**config.mk**
```make
export PLATFORM = sky130hd
export DESIGN_NAME = spec_line_tracker
export DESIGN_NICKNAME = d
export VERILOG_FILES = /design/src/rtl/slt_pkg.sv /design/src/rtl/slt_line_state.sv /design/src/rtl/slt_write_buf.sv /design/src/rtl/slt_commit_ctrl.sv /design/src/rtl/spec_line_tracker.sv
export SDC_FILE = /design/constraint.sdc
export NUM_CORES = 1
export LEC_CHECK = 0
export BUFFER_PORTS_ARGS = -buffer_cell sky130_fd_sc_hd__buf_4
export CAP_MARGIN = 20
export CORE_MARGIN = 2
export CORE_UTILIZATION = 39
export CTS_CLUSTER_SIZE = 25
export DETAILED_ROUTE_END_ITERATION = 7
export PLACE_DENSITY = 0.55
export SLEW_MARGIN = 5
export SYNTH_ARGS = -nofsm -noshare
export SYNTH_HDL_FRONTEND = slang
export SYNTH_SLANG_ARGS = --single-unit
```
**constraint.sdc**
```tcl
create_clock -name clk_i -period 4.35 [get_ports clk_i]
set_input_delay 1.0875 -clock clk_i [delete_from_list [all_inputs] [get_ports clk_i]]
set_output_delay 1.0875 -clock clk_i [all_outputs]
set_load 0.05 [all_outputs]
```
**src/rtl/slt_pkg.sv**
```systemverilog
package slt_pkg;
  typedef enum logic [1:0] {
    ST_IDLE,
    ST_REQ,
    ST_SEND,
    ST_DONE
  } commit_state_e;
endpackage

```
**src/rtl/slt_line_state.sv**
```systemverilog
module slt_line_state #(
  parameter int IDX_W = 3,
  parameter int TAG_W = 9,
  localparam int LINES = 2 ** IDX_W
) (
  input  logic             clk_i,
  input  logic             rst_ni,
  input  logic             ld_en_i,
  input  logic [IDX_W-1:0] ld_idx_i,
  input  logic [TAG_W-1:0] ld_tag_i,
  input  logic             st_en_i,
  input  logic [IDX_W-1:0] st_idx_i,
  input  logic [TAG_W-1:0] st_tag_i,
  input  logic             snp_en_i,
  input  logic [IDX_W-1:0] snp_idx_i,
  input  logic [TAG_W-1:0] snp_tag_i,
  input  logic             clear_i,
  output logic             snp_rd_hit_o,
  output logic [LINES-1:0] valid_o,
  output logic [LINES-1:0] rd_o,
  output logic [LINES-1:0] mod_o
);
  logic [LINES-1:0] rd_hit;

  for (genvar i = 0; i < LINES; i++) begin : g_line
    logic             v_q, r_q, m_q;
    logic [TAG_W-1:0] t_q;
    logic             snp_hit, ld_hit, st_hit;

    assign snp_hit   = snp_en_i && (snp_idx_i == IDX_W'(i)) && v_q && (t_q == snp_tag_i);
    assign ld_hit    = ld_en_i && (ld_idx_i == IDX_W'(i));
    assign st_hit    = st_en_i && (st_idx_i == IDX_W'(i));
    assign rd_hit[i] = snp_hit && r_q;

    always_ff @(posedge clk_i or negedge rst_ni) begin
      if (!rst_ni) begin
        v_q <= 1'b0;
        r_q <= 1'b0;
        m_q <= 1'b0;
        t_q <= '0;
      end else begin
        if (clear_i) begin
          r_q <= 1'b0;
          m_q <= 1'b0;
        end
        if (snp_hit) begin
          v_q <= 1'b0;
          r_q <= 1'b0;
          m_q <= 1'b0;
        end
        // a local access after the snoop refills the line
        if (ld_hit) begin
          v_q <= 1'b1;
          r_q <= 1'b1;
          t_q <= ld_tag_i;
        end
        if (st_hit) begin
          v_q <= 1'b1;
          m_q <= 1'b1;
          t_q <= st_tag_i;
        end
      end
    end

    assign valid_o[i] = v_q;
    assign rd_o[i]    = r_q;
    assign mod_o[i]   = m_q;

    p_snoop_inval_r6: assert property (@(posedge clk_i) disable iff (!rst_ni)
      snp_hit && !ld_hit && !st_hit |=> !v_q);
  end

  assign snp_rd_hit_o = |rd_hit;
endmodule

```
**src/rtl/slt_write_buf.sv**
```systemverilog
module slt_write_buf #(
  parameter int ADDR_W   = 12,
  parameter int WB_DEPTH = 4,
  localparam int PTR_W   = $clog2(WB_DEPTH),
  localparam int CNT_W   = $clog2(WB_DEPTH + 1)
) (
  input  logic              clk_i,
  input  logic              rst_ni,
  input  logic              push_i,
  input  logic [ADDR_W-1:0] push_addr_i,
  input  logic              flush_i,
  input  logic              start_i,
  input  logic              adv_i,
  output logic              full_o,
  output logic              empty_o,
  output logic              last_o,
  output logic [ADDR_W-1:0] head_addr_o
);
  logic [ADDR_W-1:0] mem_q [WB_DEPTH];
  logic [CNT_W-1:0]  cnt_q;
  logic [PTR_W-1:0]  rd_ptr_q;

  always_ff @(posedge clk_i or negedge rst_ni) begin
    if (!rst_ni) begin
      cnt_q    <= '0;
      rd_ptr_q <= '0;
    end else begin
      if (flush_i)     cnt_q <= '0;
      else if (push_i) cnt_q <= cnt_q + CNT_W'(1);
      if (start_i)     rd_ptr_q <= '0;
      else if (adv_i)  rd_ptr_q <= rd_ptr_q + PTR_W'(1);
    end
  end

  always_ff @(posedge clk_i) begin
    if (push_i) mem_q[cnt_q[PTR_W-1:0]] <= push_addr_i;
  end

  assign full_o      = (cnt_q == CNT_W'(WB_DEPTH));
  assign empty_o     = (cnt_q == '0);
  assign last_o      = (CNT_W'(rd_ptr_q) + CNT_W'(1) == cnt_q);
  assign head_addr_o = mem_q[rd_ptr_q];

  p_push_not_full_r7: assert property (@(posedge clk_i) disable iff (!rst_ni)
    push_i |-> !full_o);
  p_adv_not_empty_r3: assert property (@(posedge clk_i) disable iff (!rst_ni)
    adv_i |-> !empty_o);
endmodule

```
**src/rtl/slt_commit_ctrl.sv**
```systemverilog
module slt_commit_ctrl
  import slt_pkg::*;
(
  input  logic          clk_i,
  input  logic          rst_ni,
  input  logic          commit_i,
  input  logic          gnt_i,
  input  logic          viol_i,
  input  logic          wb_empty_i,
  input  logic          wb_last_i,
  output commit_state_e state_o,
  output logic          viol_take_o,
  output logic          start_o,
  output logic          adv_o,
  output logic          sop_o,
  output logic          done_o,
  output logic          clear_o
);
  commit_state_e state_q, state_d;
  logic          first_q;

  // a violation counts only until permission is held
  assign viol_take_o = viol_i && (state_q == ST_IDLE || state_q == ST_REQ);
  assign start_o     = (state_q == ST_REQ) && gnt_i && !viol_take_o && !wb_empty_i;
  assign adv_o       = (state_q == ST_SEND);
  assign sop_o       = adv_o && first_q;
  assign done_o      = (state_q == ST_DONE);
  assign clear_o     = viol_take_o || done_o;

  always_comb begin
    state_d = state_q;
    unique case (state_q)
      ST_IDLE: if (commit_i && !viol_take_o) state_d = ST_REQ;
      ST_REQ: begin
        if (viol_take_o) state_d = ST_IDLE;
        else if (gnt_i)  state_d = wb_empty_i ? ST_DONE : ST_SEND;
      end
      ST_SEND: if (wb_last_i) state_d = ST_DONE;
      ST_DONE: state_d = ST_IDLE;
      default: state_d = ST_IDLE;
    endcase
  end

  always_ff @(posedge clk_i or negedge rst_ni) begin
    if (!rst_ni) begin
      state_q <= ST_IDLE;
      first_q <= 1'b0;
    end else begin
      state_q <= state_d;
      if (start_o)    first_q <= 1'b1;
      else if (adv_o) first_q <= 1'b0;
    end
  end

  assign state_o = state_q;

  p_done_after_send_r8: assert property (@(posedge clk_i) disable iff (!rst_ni)
    (state_q == ST_SEND) && wb_last_i |=> done_o);
endmodule

```
**src/rtl/spec_line_tracker.sv**
```systemverilog
module spec_line_tracker
  import slt_pkg::*;
#(
  parameter int ADDR_W   = 12,
  parameter int IDX_W    = 3,
  parameter int WB_DEPTH = 4,
  localparam int TAG_W   = ADDR_W - IDX_W,
  localparam int LINES   = 2 ** IDX_W
) (
  input  logic              clk_i,
  input  logic              rst_ni,
  input  logic              ld_valid_i,
  input  logic [ADDR_W-1:0] ld_addr_i,
  input  logic              st_valid_i,
  input  logic [ADDR_W-1:0] st_addr_i,
  output logic              st_ready_o,
  output logic              overflow_o,
  input  logic              commit_i,
  output logic              arb_req_o,
  input  logic              arb_gnt_i,
  output logic              pkt_valid_o,
  output logic              pkt_sop_o,
  output logic              pkt_eop_o,
  output logic [ADDR_W-1:0] pkt_addr_o,
  input  logic              snp_valid_i,
  input  logic [ADDR_W-1:0] snp_addr_i,
  output logic              restart_o,
  output logic              done_o,
  output logic [LINES-1:0]  valid_bits_o,
  output logic [LINES-1:0]  rd_bits_o,
  output logic [LINES-1:0]  mod_bits_o
);
  commit_state_e state;
  logic viol_raw, viol_take, start, adv, clear;
  logic wb_full, wb_empty, wb_last, push, restart_q;

  assign st_ready_o = (state == ST_IDLE) && !wb_full;
  assign push       = st_valid_i && st_ready_o && !viol_take;

  slt_line_state #(.IDX_W(IDX_W), .TAG_W(TAG_W)) i_lines (
    .clk_i, .rst_ni,
    .ld_en_i      (ld_valid_i && !clear),
    .ld_idx_i     (ld_addr_i[IDX_W-1:0]),
    .ld_tag_i     (ld_addr_i[ADDR_W-1:IDX_W]),
    .st_en_i      (push),
    .st_idx_i     (st_addr_i[IDX_W-1:0]),
    .st_tag_i     (st_addr_i[ADDR_W-1:IDX_W]),
    .snp_en_i     (snp_valid_i),
    .snp_idx_i    (snp_addr_i[IDX_W-1:0]),
    .snp_tag_i    (snp_addr_i[ADDR_W-1:IDX_W]),
    .clear_i      (clear),
    .snp_rd_hit_o (viol_raw),
    .valid_o      (valid_bits_o),
    .rd_o         (rd_bits_o),
    .mod_o        (mod_bits_o)
  );

  slt_write_buf #(.ADDR_W(ADDR_W), .WB_DEPTH(WB_DEPTH)) i_wbuf (
    .clk_i, .rst_ni,
    .push_i      (push),
    .push_addr_i (st_addr_i),
    .flush_i     (clear),
    .start_i     (start),
    .adv_i       (adv),
    .full_o      (wb_full),
    .empty_o     (wb_empty),
    .last_o      (wb_last),
    .head_addr_o (pkt_addr_o)
  );

  slt_commit_ctrl i_ctrl (
    .clk_i, .rst_ni,
    .commit_i    (commit_i),
    .gnt_i       (arb_gnt_i),
    .viol_i      (viol_raw),
    .wb_empty_i  (wb_empty),
    .wb_last_i   (wb_last),
    .state_o     (state),
    .viol_take_o (viol_take),
    .start_o     (start),
    .adv_o       (adv),
    .sop_o       (pkt_sop_o),
    .done_o      (done_o),
    .clear_o     (clear)
  );

  always_ff @(posedge clk_i or negedge rst_ni) begin
    if (!rst_ni) restart_q <= 1'b0;
    else         restart_q <= viol_take;
  end

  assign restart_o   = restart_q;
  assign overflow_o  = wb_full;
  assign arb_req_o   = (state == ST_REQ);
  assign pkt_valid_o = adv;
  assign pkt_eop_o   = adv && wb_last;

  p_restart_clean_r5: assert property (@(posedge clk_i) disable iff (!rst_ni)
    restart_o |-> (rd_bits_o == '0) && (mod_bits_o == '0) && !overflow_o && !arb_req_o);
  p_done_clears_r8: assert property (@(posedge clk_i) disable iff (!rst_ni)
    done_o |=> (rd_bits_o == '0) && (mod_bits_o == '0) && !overflow_o);
  p_no_restart_in_send_r9: assert property (@(posedge clk_i) disable iff (!rst_ni)
    pkt_valid_o |=> !restart_o);
  p_eop_closes_r3: assert property (@(posedge clk_i) disable iff (!rst_ni)
    pkt_valid_o && pkt_eop_o |=> !pkt_valid_o);
  p_no_store_in_commit_r11: assert property (@(posedge clk_i) disable iff (!rst_ni)
    arb_req_o || pkt_valid_o || done_o |-> !st_ready_o);
endmodule

```
==> flow_summary_export.csv <==
group,metric,value,unit
outcome,status,"completed",
finish,fin_cells,1031,
detailed_routing,dr.first_iter.drc_count,373,
finish,drive_above_1_share,30.2,%
hold_path,whs_endpoint,"i_lines.g_line[6].v_q",
power_and_ir_drop,comb_power_share,18.0,%
hold_path,worstHoldStart,"i_lines.g_line[6].v_q",
synth,yosysMostFrequentCell,"dfrtp_1",
hold_path,min_path_type,"flop to flop",
critical_path,rr_startpoint,"i_lines.g_line[3].v_q",
global_routing,grtUsageTotal,21.3,%
clock_tree,cts.clk_slew.worst_paths,60,ps
synth,synth.top_cell.area_share,29.8,%
global_routing,grt_pass1_wl,37300,um
place,dp_hpwl,16800,um
synth,synthFlopType,"dfrtp_1",
clock_tree,clk_latency,430,ps
detailed_routing,firstDrtPassIters,5,
timing,fmax,0.285,GHz
place,place_congestion,0.855,
clock_tree,cts_root_buf,"clkbuf_16",
detailed_routing,remaining_drc_errors,0,
critical_path,cp-end-kind,"flop",
timing,period_share,80.6,%
detailed_routing,routedWlPerCell,24.0,um
floorplanning,die_w,154,um
timing,rsz0062_at_grt,"false",
timing,slew_headroom,28.8,%
critical_path,crit_required,4390,ps
clock_tree,cts_num_sinks,153,
global_routing,grt_start_max_net_pins,73,
floorplanning,fp.dieH,154,um
timing,finalSetupViolCount,0,
floorplanning,core_area,22400,um^2
clock_tree,cts_tree,"done",
timing,tns,0,ps
detailed_routing,drt-vias-per-instance,5.52,
timing,skew,8.02,ps
floorplanning,io_pins,87,
flow_run,max_cap_violations,0,
critical_path,worstPathArrival,3540,ps
critical_path,ff2ff_path_depth,6,
global_routing,antenna_found_initial,0,
clock_tree,cts_buffers,17,
synth,yosys.area.top_type,"dfrtp_1",
detailed_routing,dr_wl_met2,11400,um
critical_path,critPathMaxFanout,12,
detailed_routing,vias,5687,
critical_path,r2r_setup_slack,1300,ps
hold_path,min_path_cells,1,
finish,final_cell_area,10100,um^2
synth,ys_seq_area_share,46.1,%
timing,slew_violations,0,
power_and_ir_drop,powerDensity,389,nW/um^2
detailed_routing,wl_met1,11600,um
synth,synthCells,669,
clock_tree,cts_setup_buffers,0,
detailed_routing,routed_wl,24800,um
clock_tree,cts_buffer_depth,2,
power_and_ir_drop,clkPwrFrac,36.6,%
synth,ys_async_sr_fraction,68.6,%
power_and_ir_drop,seq_power_share,45.4,%
synth,synth.ff_latch_count,153,
synth,synth.distinct_cells,52,
detailed_routing,highest_layer,"met4",
synth,syn_nets,717,
critical_path,cp-start-kind,"input port",
critical_path,criticalPathCategory,"input port to flop",
clock_tree,hold_buffers,0,
power_and_ir_drop,power,3.93,mW
finish,diodes,0,
clock_tree,cts-resized-gates,0,
synth,synth_common_cells,"dfrtp_1, mux2_1, mux2_4",
timing,tightest_slew,1060,ps
floorplanning,initial_core_util,39.3,%
floorplanning,row_count,55,
timing,finalHoldViolations,0,
power_and_ir_drop,total_leakage_power,4.00,nW
detailed_routing,wl_met3,1090,um
floorplanning,die_area,23800,um^2
synth,synth_edf_count,48,
global_routing,grt_overflow,0,
synth,syn_area_per_cell,13.2,um^2
critical_path,regToRegEndpoint,"i_wbuf.mem_q[0][5]",
synth,syn_area,8820,um^2
synth,synth_area_leaders,"dfrtp_1, edfxtp_1, mux2_4",
power_and_ir_drop,switching_power,1.07,mW
synth,yosysWarnings,0,
timing,period_minus_slack,3500,ps
finish,post-route-util,45.0,%
finish,fin_nets,781,
place,placedCellCount,998,
global_routing,grt_pass1_vias,5945,
place,dpl_cell_area,9520,um^2
power_and_ir_drop,p_sw_share,27.2,%
power_and_ir_drop,vdd_ir_drop_max,226,uV
power_and_ir_drop,internal_power,2.86,mW
place,portBuffers,86,
detailed_routing,drtAntennaViolNets,0,
clock_tree,htreeDepth,4,
finish,syn_to_final_growth,14.5,%
-- power groups by stage --
stage | sequential (mW) | clock [mW] | combinational, mW
after floorplan | 1.76 | 0 | 0.533
after global placement | 1.80 | 0 | 0.689
after detailed placement | 1.81 | 0 | 0.706
after CTS | 1.78 | 1.46 | 0.708
after global routing | 1.80 | 1.52 | 0.760
final | 1.78 | 1.44 | 0.708
-- flip-flops by register name (all words and copies together) (netlist names), named ones only --
signal	cells
i_wbuf.mem_q	48
i_lines.g_line.r_q	8
i_lines.g_line.m_q	8
i_wbuf.rd_ptr_q	2
i_ctrl.state_o	1
i_lines.g_line.v_q	8
restart_o	1
i_wbuf.cnt_q	3
i_ctrl.first_q	1
i_lines.g_line.t_q	72
-- how the worst max path moves through the flow --
stage	start	end	slack, ps	depth (start not counted)
after CTS	snp_addr_i[7]	i_wbuf.mem_q[3][3]	850	7
after global routing	snp_addr_i[4]	i_wbuf.mem_q[0][3]	650	8
after global placement	snp_addr_i[7]	i_wbuf.mem_q[0][9]	480	7
after detailed placement	snp_addr_i[4]	i_wbuf.mem_q[3][9]	400	8
after floorplan	snp_addr_i[9]	i_wbuf.mem_q[0][0]	710	8
final	snp_addr_i[4]	i_wbuf.mem_q[0][5]	850	8
-- worst max-delay path: stages --
cell	delay [ps]
buf_4	190
xnor2_1	180
nand4_1	130
nor4_1	80
buf_4	140
a2111oi_4	570
nand2_1	290
nor3_2	870
-- final cells by class --
type | instances | area (um^2)
Fill cell | 1992 | 12300
Multi-Input combinational cell | 452 | 4320
Clock buffer | 19 | 433
Timing Repair Buffer | 96 | 739
Inverter | 13 | 48.8
Clock inverter | 13 | 129
Sequential cell | 153 | 4070
Tap cell | 285 | 357
-- stage by stage --
stage | hold slack [ps] | worst slack [ps]
detailed placement | 497 | 405
global placement | 491 | 479
finish | 515 | 846
CTS | 510 | 854
floorplan | 465 | 714
global route | 546 | 654
-- logic make-up (layout without fill, tap and decap cells) --
| logic type | after synthesis | count (layout) | synth area share [%] |
|---|---|---|---|
| buffers and inverters | 64 | 141 | 5.26 |
| AO/OA/AOI/OAI | 52 | 52 | 4.72 |
| XOR/XNOR | 76 | 76 | 7.54 |
| flip-flops | 153 | 153 | 46.1 |
| multiplexers | 156 | 156 | 24.2 |
| adder cells (fa/ha/maj) | 5 | 5 | 0.709 |
| AND/OR/NAND/NOR | 163 | 163 | 11.5 |
-- routing by layer --
layer | vias to the layer above | global-route usage (%)
met5 | - | 0
met2 | 169 | 33.5
met3 | 39 | 4.23
met1 | 2928 | 29.4
met4 | 0 | 7.67
li1 | 2551 | -
-- cell usage in the layout, fill, tap and decap left out, types with 4 or more instances in the layout --
cell type,instances
inv_1,13
mux2_4,64
o21ai_0,14
a21oi_1,12
mux2_1,80
nand3_4,8
xnor2_1,59
clkbuf_16,17
edfxtp_1,48
ha_1,5
clkinvlp_4,4
nand3_1,22
a21o_1,8
xor2_1,17
buf_4,94
nor2b_1,5
dfrtp_1,105
and2_1,9
nor4_1,12
nor2_1,18
mux4_2,12
nand4_1,19
nand2_1,32
and3_1,6
o21ai_4,8
(Power assumes the default switching activity.)
